<file path="src/rtl/blk_dma_pkg.sv">
package blk_dma_pkg;

    typedef enum logic [1:0] {
        SYNC_WHOLE  = 2'd0,
        SYNC_BLOCKS = 2'd1,
        SYNC_LIST   = 2'd2,
        SYNC_RSVD   = 2'd3
    } sync_e;

    typedef struct packed {
        logic  from_ram;
        logic  step_down;
        sync_e sync;
    } xfer_cfg_t;

    localparam int CTL_W       = 32;
    localparam int EN_BIT      = 24;
    localparam int TRIG_BIT    = 28;
    localparam int DIR_BIT     = 0;
    localparam int STEP_BIT    = 1;
    localparam int SYNC_LSB    = 9;

endpackage

</file>
<file path="src/rtl/blk_dma_decode.sv">
module blk_dma_decode
    import blk_dma_pkg::*;
#(
    parameter int CNT_W = 32
) (
    input  logic [CTL_W-1:0] ctl_i,
    input  logic [31:0]      blk_i,
    output xfer_cfg_t        cfg_o,
    output logic             legal_o,
    output logic [CNT_W-1:0] count_o
);

    localparam int SIZE_W = 16;
    localparam logic [CNT_W-1:0] FULL_BLOCK = CNT_W'(1) << SIZE_W;

    logic [SIZE_W-1:0] size_w;
    logic [SIZE_W-1:0] reps_w;

    assign size_w = blk_i[SIZE_W-1:0];
    assign reps_w = blk_i[31:SIZE_W];

    always_comb begin
        cfg_o.from_ram  = ctl_i[DIR_BIT];
        cfg_o.step_down = ctl_i[STEP_BIT];
        cfg_o.sync      = sync_e'(ctl_i[SYNC_LSB+1:SYNC_LSB]);
        legal_o         = 1'b0;
        count_o         = '0;
        case (cfg_o.sync)
            SYNC_WHOLE: begin
                legal_o = 1'b1;
                count_o = (size_w == '0) ? FULL_BLOCK : CNT_W'(size_w);
            end
            SYNC_BLOCKS: begin
                legal_o = 1'b1;
                count_o = CNT_W'(32'(size_w) * 32'(reps_w));
            end
            default: begin
                legal_o = 1'b0;
                count_o = '0;
            end
        endcase
    end

endmodule

</file>
<file path="src/rtl/blk_dma_addr_step.sv">
module blk_dma_addr_step #(
    parameter int AW     = 32,
    parameter int RAM_AW = 21,
    parameter int DATA_W = 32
) (
    input  logic [AW-1:0]     addr_i,
    input  logic              down_i,
    output logic [AW-1:0]     next_o,
    output logic [RAM_AW-1:0] ram_addr_o
);

    localparam int WORD_BYTES = DATA_W / 8;
    localparam int LSB_W      = $clog2(WORD_BYTES);

    always_comb begin
        if (down_i) next_o = addr_i - AW'(WORD_BYTES);
        else        next_o = addr_i + AW'(WORD_BYTES);
        ram_addr_o = {addr_i[RAM_AW-1:LSB_W], {LSB_W{1'b0}}};
    end

endmodule

</file>
<file path="src/rtl/blk_dma_otc_gen.sv">
module blk_dma_otc_gen #(
    parameter int AW     = 32,
    parameter int RAM_AW = 21,
    parameter int DATA_W = 32,
    parameter logic [DATA_W-1:0] TERM = 32'h00FF_FFFF
) (
    input  logic [AW-1:0]     addr_i,
    input  logic              last_i,
    output logic [DATA_W-1:0] word_o
);

    localparam int WORD_BYTES = DATA_W / 8;

    logic [AW-1:0] prev_w;

    always_comb begin
        prev_w = addr_i - AW'(WORD_BYTES);
        if (last_i) word_o = TERM;
        else        word_o = DATA_W'(prev_w[RAM_AW-1:0]);
    end

endmodule

</file>
<file path="src/rtl/blk_dma_engine.sv">
module blk_dma_engine
    import blk_dma_pkg::*;
#(
    parameter int AW     = 32,
    parameter int RAM_AW = 21,
    parameter int DATA_W = 32,
    parameter int CNT_W  = 32
) (
    input  logic              clk_i,
    input  logic              rst_ni,
    input  logic              start_i,
    input  logic [CTL_W-1:0]  ctl_i,
    input  logic [AW-1:0]     base_i,
    input  logic [31:0]       blk_i,
    input  logic              otc_mode_i,
    output logic              busy_o,
    output logic              done_o,
    output logic [CTL_W-1:0]  ctl_o,
    output logic              ram_req_o,
    output logic              ram_we_o,
    output logic [RAM_AW-1:0] ram_addr_o,
    output logic [DATA_W-1:0] ram_wdata_o,
    input  logic [DATA_W-1:0] ram_rdata_i,
    input  logic              ram_ready_i,
    output logic              out_valid_o,
    output logic [DATA_W-1:0] out_data_o,
    input  logic              out_ready_i,
    input  logic              in_valid_i,
    input  logic [DATA_W-1:0] in_data_i,
    output logic              in_ready_o
);

    localparam logic [CTL_W-1:0] CLR_MASK =
        (CTL_W'(1) << EN_BIT) | (CTL_W'(1) << TRIG_BIT);

    typedef struct packed {
        logic              run;
        logic              done;
        logic              otc;
        logic [AW-1:0]     addr;
        logic [CNT_W-1:0]  remain;
        logic [CTL_W-1:0]  ctl;
    } state_t;

    state_t s_d, s_q;

    xfer_cfg_t        new_cfg_w;
    logic             new_legal_w;
    logic [CNT_W-1:0] new_count_w;
    logic [AW-1:0]    next_addr_w;
    logic [DATA_W-1:0] otc_word_w;
    logic             last_w;
    logic             from_w;
    logic             src_ok_w;
    logic             move_w;

    blk_dma_decode #(.CNT_W(CNT_W)) u_decode (
        .ctl_i   (ctl_i),
        .blk_i   (blk_i),
        .cfg_o   (new_cfg_w),
        .legal_o (new_legal_w),
        .count_o (new_count_w)
    );

    blk_dma_addr_step #(.AW(AW), .RAM_AW(RAM_AW), .DATA_W(DATA_W)) u_addr (
        .addr_i     (s_q.addr),
        .down_i     (s_q.ctl[STEP_BIT]),
        .next_o     (next_addr_w),
        .ram_addr_o (ram_addr_o)
    );

    blk_dma_otc_gen #(.AW(AW), .RAM_AW(RAM_AW), .DATA_W(DATA_W)) u_otc (
        .addr_i (s_q.addr),
        .last_i (last_w),
        .word_o (otc_word_w)
    );

    always_comb begin
        from_w   = s_q.ctl[DIR_BIT];
        last_w   = (s_q.remain == CNT_W'(1));
        if (from_w)      src_ok_w = out_ready_i;
        else if (s_q.otc) src_ok_w = 1'b1;
        else             src_ok_w = in_valid_i;

        ram_req_o   = s_q.run & src_ok_w;
        ram_we_o    = s_q.run & ~from_w;
        ram_wdata_o = s_q.otc ? otc_word_w : in_data_i;
        out_valid_o = s_q.run & from_w & ram_ready_i;
        out_data_o  = ram_rdata_i;
        in_ready_o  = s_q.run & ~from_w & ~s_q.otc & ram_ready_i;
        move_w      = ram_req_o & ram_ready_i;

        s_d      = s_q;
        s_d.done = 1'b0;
        if (s_q.run) begin
            if (move_w) begin
                s_d.addr   = next_addr_w;
                s_d.remain = s_q.remain - CNT_W'(1);
                if (last_w) begin
                    s_d.run  = 1'b0;
                    s_d.done = 1'b1;
                    s_d.ctl  = s_q.ctl & ~CLR_MASK;
                end
            end
        end else if (start_i && ctl_i[EN_BIT] && new_legal_w) begin
            s_d.ctl    = ctl_i;
            s_d.addr   = base_i;
            s_d.otc    = otc_mode_i;
            s_d.remain = new_count_w;
            if (new_count_w == '0) begin
                s_d.done = 1'b1;
                s_d.ctl  = ctl_i & ~CLR_MASK;
            end else begin
                s_d.run = 1'b1;
            end
        end
    end

    always_ff @(posedge clk_i) begin
        if (!rst_ni) s_q <= '0;
        else         s_q <= s_d;
    end

    assign busy_o = s_q.run;
    assign done_o = s_q.done;
    assign ctl_o  = s_q.ctl;

    assert_done_pulse_R10: assert property (@(posedge clk_i) disable iff (!rst_ni)
        done_o |=> !done_o);

    assert_done_clears_R10: assert property (@(posedge clk_i) disable iff (!rst_ni)
        done_o |-> (!busy_o && !ctl_o[EN_BIT] && !ctl_o[TRIG_BIT]));

    assert_stall_hold_R9: assert property (@(posedge clk_i) disable iff (!rst_ni)
        (busy_o && !(ram_req_o && ram_ready_i)) |=> (busy_o && $stable(ram_addr_o)));

    assert_addr_step_R5: assert property (@(posedge clk_i) disable iff (!rst_ni)
        (busy_o && ram_req_o && ram_ready_i) |=>
            (!busy_o || ram_addr_o == (ctl_o[STEP_BIT] ? $past(ram_addr_o) - RAM_AW'(4)
                                                        : $past(ram_addr_o) + RAM_AW'(4))));

    assert_idle_quiet_R1: assert property (@(posedge clk_i) disable iff (!rst_ni)
        !busy_o |-> (!ram_req_o && !out_valid_o && !in_ready_o));

    assert_read_gated_R6: assert property (@(posedge clk_i) disable iff (!rst_ni)
        (ram_req_o && !ram_we_o) |-> out_ready_i);

endmodule

</file>
<file path="config.mk">
export PLATFORM = sky130hd
export DESIGN_NAME = blk_dma_engine
export DESIGN_NICKNAME = d
export VERILOG_FILES = /design/src/rtl/blk_dma_pkg.sv /design/src/rtl/blk_dma_decode.sv /design/src/rtl/blk_dma_addr_step.sv /design/src/rtl/blk_dma_otc_gen.sv /design/src/rtl/blk_dma_engine.sv
export SDC_FILE = /design/constraint.sdc
export NUM_CORES = 1
export LEC_CHECK = 0
export BUFFER_PORTS_ARGS = -buffer_cell sky130_fd_sc_hd__buf_4
export CAP_MARGIN = 10
export CORE_UTILIZATION = 45
export DETAILED_ROUTE_END_ITERATION = 10
export PLACE_DENSITY = 0.73
export REMOVE_ABC_BUFFERS = 1
export SLEW_MARGIN = 20
export SYNTH_ARGS = -nofsm -noshare
export SYNTH_HDL_FRONTEND = slang
export SYNTH_SLANG_ARGS = --single-unit
</file>
<file path="constraint.sdc">
create_clock -name clk_i -period 15.05 [get_ports clk_i]
set_input_delay 3.01 -clock clk_i [delete_from_list [all_inputs] [get_ports clk_i]]
set_output_delay 3.01 -clock clk_i [all_outputs]
set_load 0.05 [all_outputs]
</file>
# Word-level counts from Yosys, hierarchy flattened
# Cells that the tools add are included.
op_classes:
  bitwise: 10
  n_mux: 18
  n_addsub: 3
  reduce_logical: 10
  mul: 1
  eq_ne: 4
ops:
  columns: ["op", "count"]
  rows:
  - ["$mux 96", 2]
  - ["$mux 99", 1]
  - ["$mux 32", 2]
  - ["$pmux 32 s2", 1]
  - ["$mux 29", 2]
  - ["$add 32x3->32 const B", 1]
  - ["$eq 32x1->1 const B", 1]
  - ["$logic_not 32->1", 1]
  - ["$mul 16x16->32", 1]
  - ["$sub 32x1->32 const B", 1]
  - ["$sub 32x3->32 const B", 1]
  - ["$mux 24", 1]
  - ["$mux 17", 1]
  - ["$logic_not 16->1", 1]
  - ["$and 1x1->1", 7]
  - ["$mux 2", 3]
  - ["$mux 1", 5]
  - ["$ne 2x1->1 const B", 2]
  - ["$reduce_and 2->1", 2]
  - ["$not 1->1", 3]
  - ["$reduce_and 3->1", 1]
  - ["$eq 2x1->1 const B", 1]
  - ["$logic_and 1x1->1", 2]
  - ["$logic_not 2->1", 1]
  - ["2 further kinds", 2]
totals:
  elab_cells: 53
  inputBits: 167
  out_inout_bits: 123
  ff_bits: 99

# Logic depth before layout (Yosys ltp)
# Gate-level depths: netlist of run 1.
depth:
  ltp_word: 7
  mapped_depth: 26
  ltp_nobuf: 24

# By module
# Synthesis of run 1 repeated with hierarchy kept, for this count alone.
hier_totals:
  cells_unflattened: 2054
  area_unflattened_um2: 16808.6
modules_own_cells:
  columns: ["mod", "seq_area_each_um2", "n_inst", "area_per_inst_um2", "cells_per_inst"]
  rows:
  - ["blk_dma_decode", 0.0, 1, 9220.1, 1093]
  - ["blk_dma_engine", 1981.9, 1, 5281.3, 649]
  - ["blk_dma_addr_step", 0.0, 1, 1705.4, 230]
  - ["blk_dma_otc_gen", 0.0, 1, 601.8, 82]

# Least setup slack after synthesis of run 1
# No wires, ideal clock.
synth_timing:
  path_type: "input to register"
  from: "input port blk_i[8]"
  to: "register s_q, in the netlist ctl_o[24]"
  setup_ns: 0.143
  slack_ns: 5.999
  path_buffers: 2
  path_stages: 22
  arrival_ns: 8.908
  required_time_ns: 14.907
  path_cell_list: "clkbuf_1 > clkbuf_1 > nand2_1 > fa_1 > fa_1 > fa_1 > inv_1 > fa_1 > fa_1 > inv_1 > fa_1 > inv_1 > ha_1 > a21oi_1 > o21ai_0 > o31ai_1 > o31ai_1 > xnor2_1 > o21ai_0 > nand4bb_1 > nor4_1 > a311oi_1"
synth_between:
  elab_chain_len: 7
  word_cells_on_any_way: 8
  cone_classes: "1 x mul; 5 x mux; 2 x reduce/logical"
synth_rtl:
  columns: ["element", "line", "rtl"]
  rows:
  - ["start, declared", "blk_dma_engine.sv:14", "input logic [31:0] blk_i,"]
  - ["branches (longest 2 deep; another with $mul 16x16->32)", null, null]
  - ["$pmux 32 s2 *", "blk_dma_decode.sv:28", "case (cfg_o.sync)"]
  - ["$logic_not 32->1 *", "blk_dma_engine.sv:110", "if (new_count_w == '0) begin"]
  - ["$mux 29 *", "blk_dma_engine.sv:110", null]
  - ["$mux 99 *", "blk_dma_engine.sv:105", "end else if (start_i && ctl_i[EN_BIT] && new_legal_w) begin"]
  - ["$mux 96 *", "blk_dma_engine.sv:95", "if (s_q.run) begin"]
  - ["end signal, assigned", "blk_dma_engine.sv:120", "if (!rst_ni) s_q <= '0;"]
  - ["end signal, assigned", "blk_dma_engine.sv:121", "else s_q <= s_d;"]
  - ["end, declared", "blk_dma_engine.sv:45", "state_t s_d, s_q;"]
# Every way passes the cells marked *. The select of a mux whose other input is x is not followed.
# A chain may end at the register's enable or synchronous reset.

# Worst setup path after layout of run 1
# Same ends and word-level chain as after synthesis.

==> results of run 1 <==
synth_stat cells (5+ instances only):
master	instances	area (µm²)
nor4_1	18	113
nand2b_1	11	68.8
inv_1	253	950
or2_2	5	31.3
o21a_1	7	52.6
mux2i_1	8	80.1
a31oi_1	37	231
clkbuf_8	11	151
buf_4	88	661
nor2b_1	15	93.8
o21ai_0	55	275
o31ai_1	5	37.5
nand2_1	299	1120
a21oi_1	125	626
and2_1	119	744
dfxtp_1	88	1760
nor2_1	118	443
o311ai_0	5	43.8
a221oi_1	6	52.6
xnor2_1	28	245
nand4_1	22	138
ha_1	108	1350
fa_1	194	3880
nor3_1	34	170
xor2_1	14	123
a211oi_1	11	82.6
clkbuf_1	88	330
or3_1	8	50.1
o211ai_1	6	45.0
nand3_1	25	125
and3_1	10	62.6
state kept, by name, indices dropped and copies added, names as in the netlist:
name and count:
busy_o 1, ctl_o 32, s_q 54, done_o 1
where the power goes:
part | total [mW] | internal [mW] | leakage [nW] | switching [mW]
combinational | 3.36 | 1.24 | 6.82 | 2.12
sequential | 0.277 | 0.253 | 0.715 | 0.0238
clock | 0.229 | 0.119 | 0.150 | 0.110
total | 3.86 | 1.61 | 7.68 | 2.26
layout by cell type, fill, tap and decap left out, drive strengths merged, types with 37 or more instances in the layout:
master and count:
nor2 119, buf 219, a21oi 126, inv 259, nand2 301, fa 194
o21ai 55, and2 121, ha 108, a31oi 37, dfxtp 88
worst min-delay path, cell delays in order, from the launching register on:
cell and delay (ns):
dfxtp_1 0.31, nand2_1 0.05, a21oi_1 0.05
final cells by class:
type / instances / share of cell area, %
Multi-Input combinational cell: 1394 / 68.3
Sequential cell: 88 / 10.7
Timing Repair Buffer: 219 / 10.0
Inverter: 253 / 5.78
Tap cell: 442 / 3.36
Clock buffer: 9 / 1.37
Clock inverter: 7 / 0.464
cells by family (layout without fill, tap and decap cells):
family	count (synthesis)	count (layout)	synth area share, %
buf+inv	448	488	14.2
xor+xnor	42	42	2.43
fa+ha+maj	302	302	34.6
other cells	1	2	0.0248
flops	88	88	11.6
mux	11	11	0.753
simple gates	729	729	23.8
compound gates	308	308	12.5
routing by layer:
metal | global-route usage, % | vias to the layer above | wire (µm)
met1 | 32.0 | 6716 | 17500
met4 | 4.93 | 2 | 779
met3 | 4.62 | 82 | 2600
met5 | 1.33 | - | 24
li1 | - | 6245 | -
met2 | 42.9 | 461 | 20900
per-stage QoR:
| step | power (mW) | utilization, % |
|---|---|---|
| CTS | 3.84 | 50.1 |
| finish | 3.86 | 50.1 |
| global placement | 3.55 | 49.2 |
| detailed placement | 3.58 | 49.2 |
| global route | 4.31 | 50.1 |
| floorplan | 2.77 | - |
final timing paths:
| path | slack, ns | endpoint | from | cells after the start |
|---|---|---|---|---|
| max reg2reg | 11.68 | s_q[82] | s_q[66] | 12 |
| min | 0.46 | ctl_o[21] | ctl_o[21] | 2 |
| max | 5.22 | ctl_o[24] | blk_i[8] | 22 |
| min reg2reg | 0.46 | ctl_o[21] | ctl_o[21] | 2 |
==> summary.txt, run 1 <==
Placed design
  • DP Cell Count: 2396
  • Pre-CTS setup slack: 4.95 ns
  • Count of buffers from port buffering: 212
  • Hpwl dp: 32400 µm
  • Final GP Congestion: 0.910
  • Placed instance area: 16100 µm²

Timing
  • Setup Viol. Count Final: 0
  • Clock skew: 0.0143 ns
  • Worst slew pin tran: 1.09 ns
  • Relative slew slack: 27.1%
  • Worst setup margin: 5.22 ns
  • Setup tns final: 0 ns
  • RSZ-0062 raised after global routing: no
  • Post-route clock period utilization: 65.3%
  • Final Critical Period: 9.83 ns
  • F_max: 102 MHz
  • Max Transition Viols Final: 0
  • Hold_ws: 0.458 ns
  • Final hold vios: 0

Setup path
  • CP Cell Sequence: buf_4 > and2_1 > fa_1 > inv_1 > fa_1 > fa_1 > inv_1 > fa_1 > fa_1 > inv_1 > fa_1 > inv_1 > ha_1 > a21oi_1 > o21ai_0 > o31ai_1 > o31ai_1 > xnor2_1 > o21ai_0 > nand4bb_1 > nor4_1 > a311oi_1
  • Max incr delay on CP: 0.79 ns
  • CP endpoint kind: flop
  • CP Buf/Inv Count: 5
  • Cell family with most CP delay: adder cells
  • Data arrival time of the critical path: 10.03 ns
  • CP max-delay cell: o31ai_1
  • Crit path top cell by count: fa_1
  • Crit path kind: primary input to flop
  • CP startpoint kind: primary input
  • Required @ worst endpoint: 15.24 ns
  • CP max FO: 18

Yosys
  • Post-synthesis cell type count: 89
  • Top FF cell, synth: dfxtp_1
  • Synth async-reset ratio: 0%
  • Mean post-synth cell area: 7.84 µm²
  • Yosys reg bits: 88
  • Sequential area share after synthesis: 11.6%
  • Mapped Cells: 1929
  • Ys Warns: 0
  • Cell Area, Synth: 15100 µm²
  • Post-synth EDFFs: 0

Hold path
  • Hold Crit Class: flop to flop

Routing
  • Wirelength, routed: 41800 µm
  • Post-route antenna net violation count: 0
  • Via/cell ratio: 5.60
  • Pre-antenna DRT Iters: 6
  • Initial DRC count: 1153
  • DRC viols: 0
  • Routed WL per cell: 17.3 µm
  • Vias: 13506

CTS
  • Sink Count: 88
  • Post-CTS setup buffers: 0
  • CTS Buf Count: 9
  • Worst-Skew Late Latency: 0.34 ns
  • Clk slew on worst S/H paths: 0.08 ns
  • CTS Buffer Depth: 2
  • Clock root buffer: clkbuf_16
  • PostCTS Resize Cnt: 0
  • CTS tree: done
  • Cts hold-fix bufs: 0
  • CTS H-tree depth: 3

Finish
  • Fill count: 3143
  • Area growth syn-to-layout: 8.70%
  • Finished Layout Cells: 2412
  • Finished Cell Area: 16400 µm²
  • Antenna diodes: 0
  • Share of cells above drive strength 1: 14.0%
  • Sequential cell area: 1760 µm²
  • Fin nets: 2434
  • Area of the multi-input gates: 11200 µm²

Global routing
  • Gr ovfl total: 0
  • First-pass GRT wire length: 68700 µm
  • Largest net degree at the start of global routing: 69
  • Initial antenna violation count: 0
  • Gr usage total: 24.8%
  • Vias in the first global route: 13667

Floorplanning
  • Row cnt: 66
  • Die Span X: 185 µm
  • Starting Density: 46.1%
  • Io pins: 290
  • Die Y: 185 µm
  • Core ar.: 32800 µm²
  • Die ar.: 34300 µm²

Power
  • Power Density: 235 nW/µm²
  • Worst vdd ir: 0.367 mV
  • Leak: 7.68 nW

Run
  • Max Cap Viol: 0

Outcome
  • Status: finished clean
Power figures use the tool's default switching activity.
==> inputs of run 2 (changes only) <==
==> constraint.sdc (replaced) <==
create_clock -name clk_i -period 9.7 [get_ports clk_i]
set_input_delay 1.94 -clock clk_i [delete_from_list [all_inputs] [get_ports clk_i]]
set_output_delay 1.94 -clock clk_i [all_outputs]
set_load 0.05 [all_outputs]
==> run 2 against run 1 <==
Net effect: via count fell by 1.1%; sequential power rose by 55%; utilization barely moved; power rose by 54%; sequential cell count did not move; critical path depth fell by 1; critical path type unchanged; largest cell class unchanged.
==> summary.txt, run 2 (same netlist as run 1, synthesis figures left out) <==
Outcome
  • Status: finished clean

Routing
  • Post-route antenna net violation count: 0
  • Via/cell ratio: 5.54
  • DRC viols: 0
  • Wirelength, routed: 41100 µm
  • Vias: 13354
  • Routed WL per cell: 17.0 µm
  • Pre-antenna DRT Iters: 7
  • Initial DRC count: 974

Setup path
  • Required @ worst endpoint: 9.90 ns
  • CP startpoint kind: primary input
  • Max incr delay on CP: 0.73 ns
  • CP endpoint kind: flop
  • Data arrival time of the critical path: 8.75 ns
  • CP max FO: 18
  • CP Launch Point: blk_i[11]
  • Crit path kind: primary input to flop
  • CP Cell Sequence: buf_4 > nand2_1 > fa_1 > fa_1 > fa_1 > inv_1 > fa_1 > fa_1 > inv_1 > fa_1 > inv_1 > ha_1 > a21oi_1 > o21ai_0 > o31ai_1 > o31ai_1 > xnor2_1 > o21ai_0 > nand4bb_1 > nor4_1 > a311oi_1
  • CP max-delay cell: o31ai_1
  • Crit path top cell by count: fa_1
  • Reg2reg start: s_q[66]

Finish
  • Commonest non-fill, non-tap cell in the layout: nand2_1
  • Fin nets: 2433
  • Largest Register: s_q
  • Max reg flops: 54
  • Antenna diodes: 0
  • Commonest cells after routing, fill and taps aside: nand2_1 (299), inv_1 (252), buf_4 (218)
  • Area growth syn-to-layout: 8.69%
  • Utilization after layout: 50.1%
  • Fill count: 3120
  • Share of cells above drive strength 1: 13.9%

Power
  • Worst vdd ir: 0.548 mV
  • Power Density: 362 nW/µm²
  • Leak: 7.68 nW

Placed design
  • Final GP Congestion: 0.905
  • Hpwl dp: 32000 µm
  • Pre-CTS setup slack: 0.829 ns
  • Count of buffers from port buffering: 212

CTS
  • Clk slew on worst S/H paths: 0.08 ns
  • Post-CTS setup buffers: 0
  • Sink Count: 88
  • PostCTS Resize Cnt: 0
  • Cts hold-fix bufs: 0
  • Clock root buffer: clkbuf_16
  • CTS tree: done
  • CTS Buffer Depth: 2
  • Worst-Skew Late Latency: 0.35 ns
  • CTS Buf Count: 9
  • CTS H-tree depth: 3

Timing
  • F_max: 117 MHz
  • Worst setup margin: 1.15 ns
  • Setup Viol. Count Final: 0
  • Clock skew: 0.0109 ns
  • Final Critical Period: 8.55 ns
  • Post-route clock period utilization: 88.2%
  • RSZ-0062 raised after global routing: no
  • Setup tns final: 0 ns
  • Relative slew slack: 30.5%
  • Max Transition Viols Final: 0
  • Final hold vios: 0
  • Worst slew pin tran: 1.04 ns

Global routing
  • First-pass GRT wire length: 67400 µm
  • Gr ovfl total: 0
  • Largest net degree at the start of global routing: 72
  • Gr usage total: 24.3%
  • Initial antenna violation count: 0
  • Vias in the first global route: 13469

Floorplanning
  • Die ar.: 34300 µm²
  • Die Span X: 185 µm
  • Die Y: 185 µm
  • Core ar.: 32800 µm²
  • Row cnt: 66
  • Starting Density: 46.1%
  • Io pins: 290

Hold path
  • Hold_sp: ctl_o[9]
  • Hold Crit Class: flop to flop

Run
  • Max Cap Viol: 0
run 2: final timing paths:
path | slack [ns] | to | cells after the start
worst min-delay path | 0.46 | ctl_o[9] | 2
worst max register to register | 6.36 | s_q[82] | 12
worst min register to register | 0.46 | ctl_o[9] | 2
worst max-delay path | 1.15 | ctl_o[24] | 21
run 2: final cells by class:
cell class / count / area [µm²] / area share, %
timing repair buffer: 218 / 1640 / 9.96
inverter: 253 / 950 / 5.78
multi-input combinational: 1394 / 11200 / 68.3
clock buffer: 9 / 225 / 1.37
tap: 442 / 553 / 3.36
clock inverter: 7 / 81.3 / 0.495
sequential: 88 / 1760 / 10.7
run 2: through the flow:
stage          hold slack, ns  total power, mW  std cells  cell area [µm²]
2_1_floorplan           0.437             4.29       1735            13900
3_3_place_gp            0.443             5.49       2395            16100
3_5_place_dp            0.449             5.52       2395            16100
4_1_cts                 0.460             5.92       2411            16400
5_1_grt                 0.479             6.65       2411            16400
6_report                0.457             5.96       2411            16400
run 2: where the power goes:
group	total [mW]	leakage (nW)	internal, mW	switching, mW
sequential	0.430	0.715	0.393	0.0372
clock	0.355	0.150	0.185	0.170
combinational	5.17	6.81	1.92	3.26
total	5.96	7.68	2.49	3.46
run 2: layer usage:
layer / up-vias / global-route usage, % / share of wire, %
li1: 6240 / - / -
met2: 411 / 41.0 / 49
met4: 2 / 6.25 / 1.8
met3: 73 / 4.60 / 5.6
met1: 6628 / 31.7 / 43
met5: - / 2.22 / 0.073
run 2: critical path, delay by kind of cell:
kind | cells | cell delay [ns]
simple gates | 3 | 0.91
xor+xnor | 1 | 0.32
buf+inv | 4 | 0.41
compound gates | 6 | 1.62
fa+ha+maj | 7 | 3.55
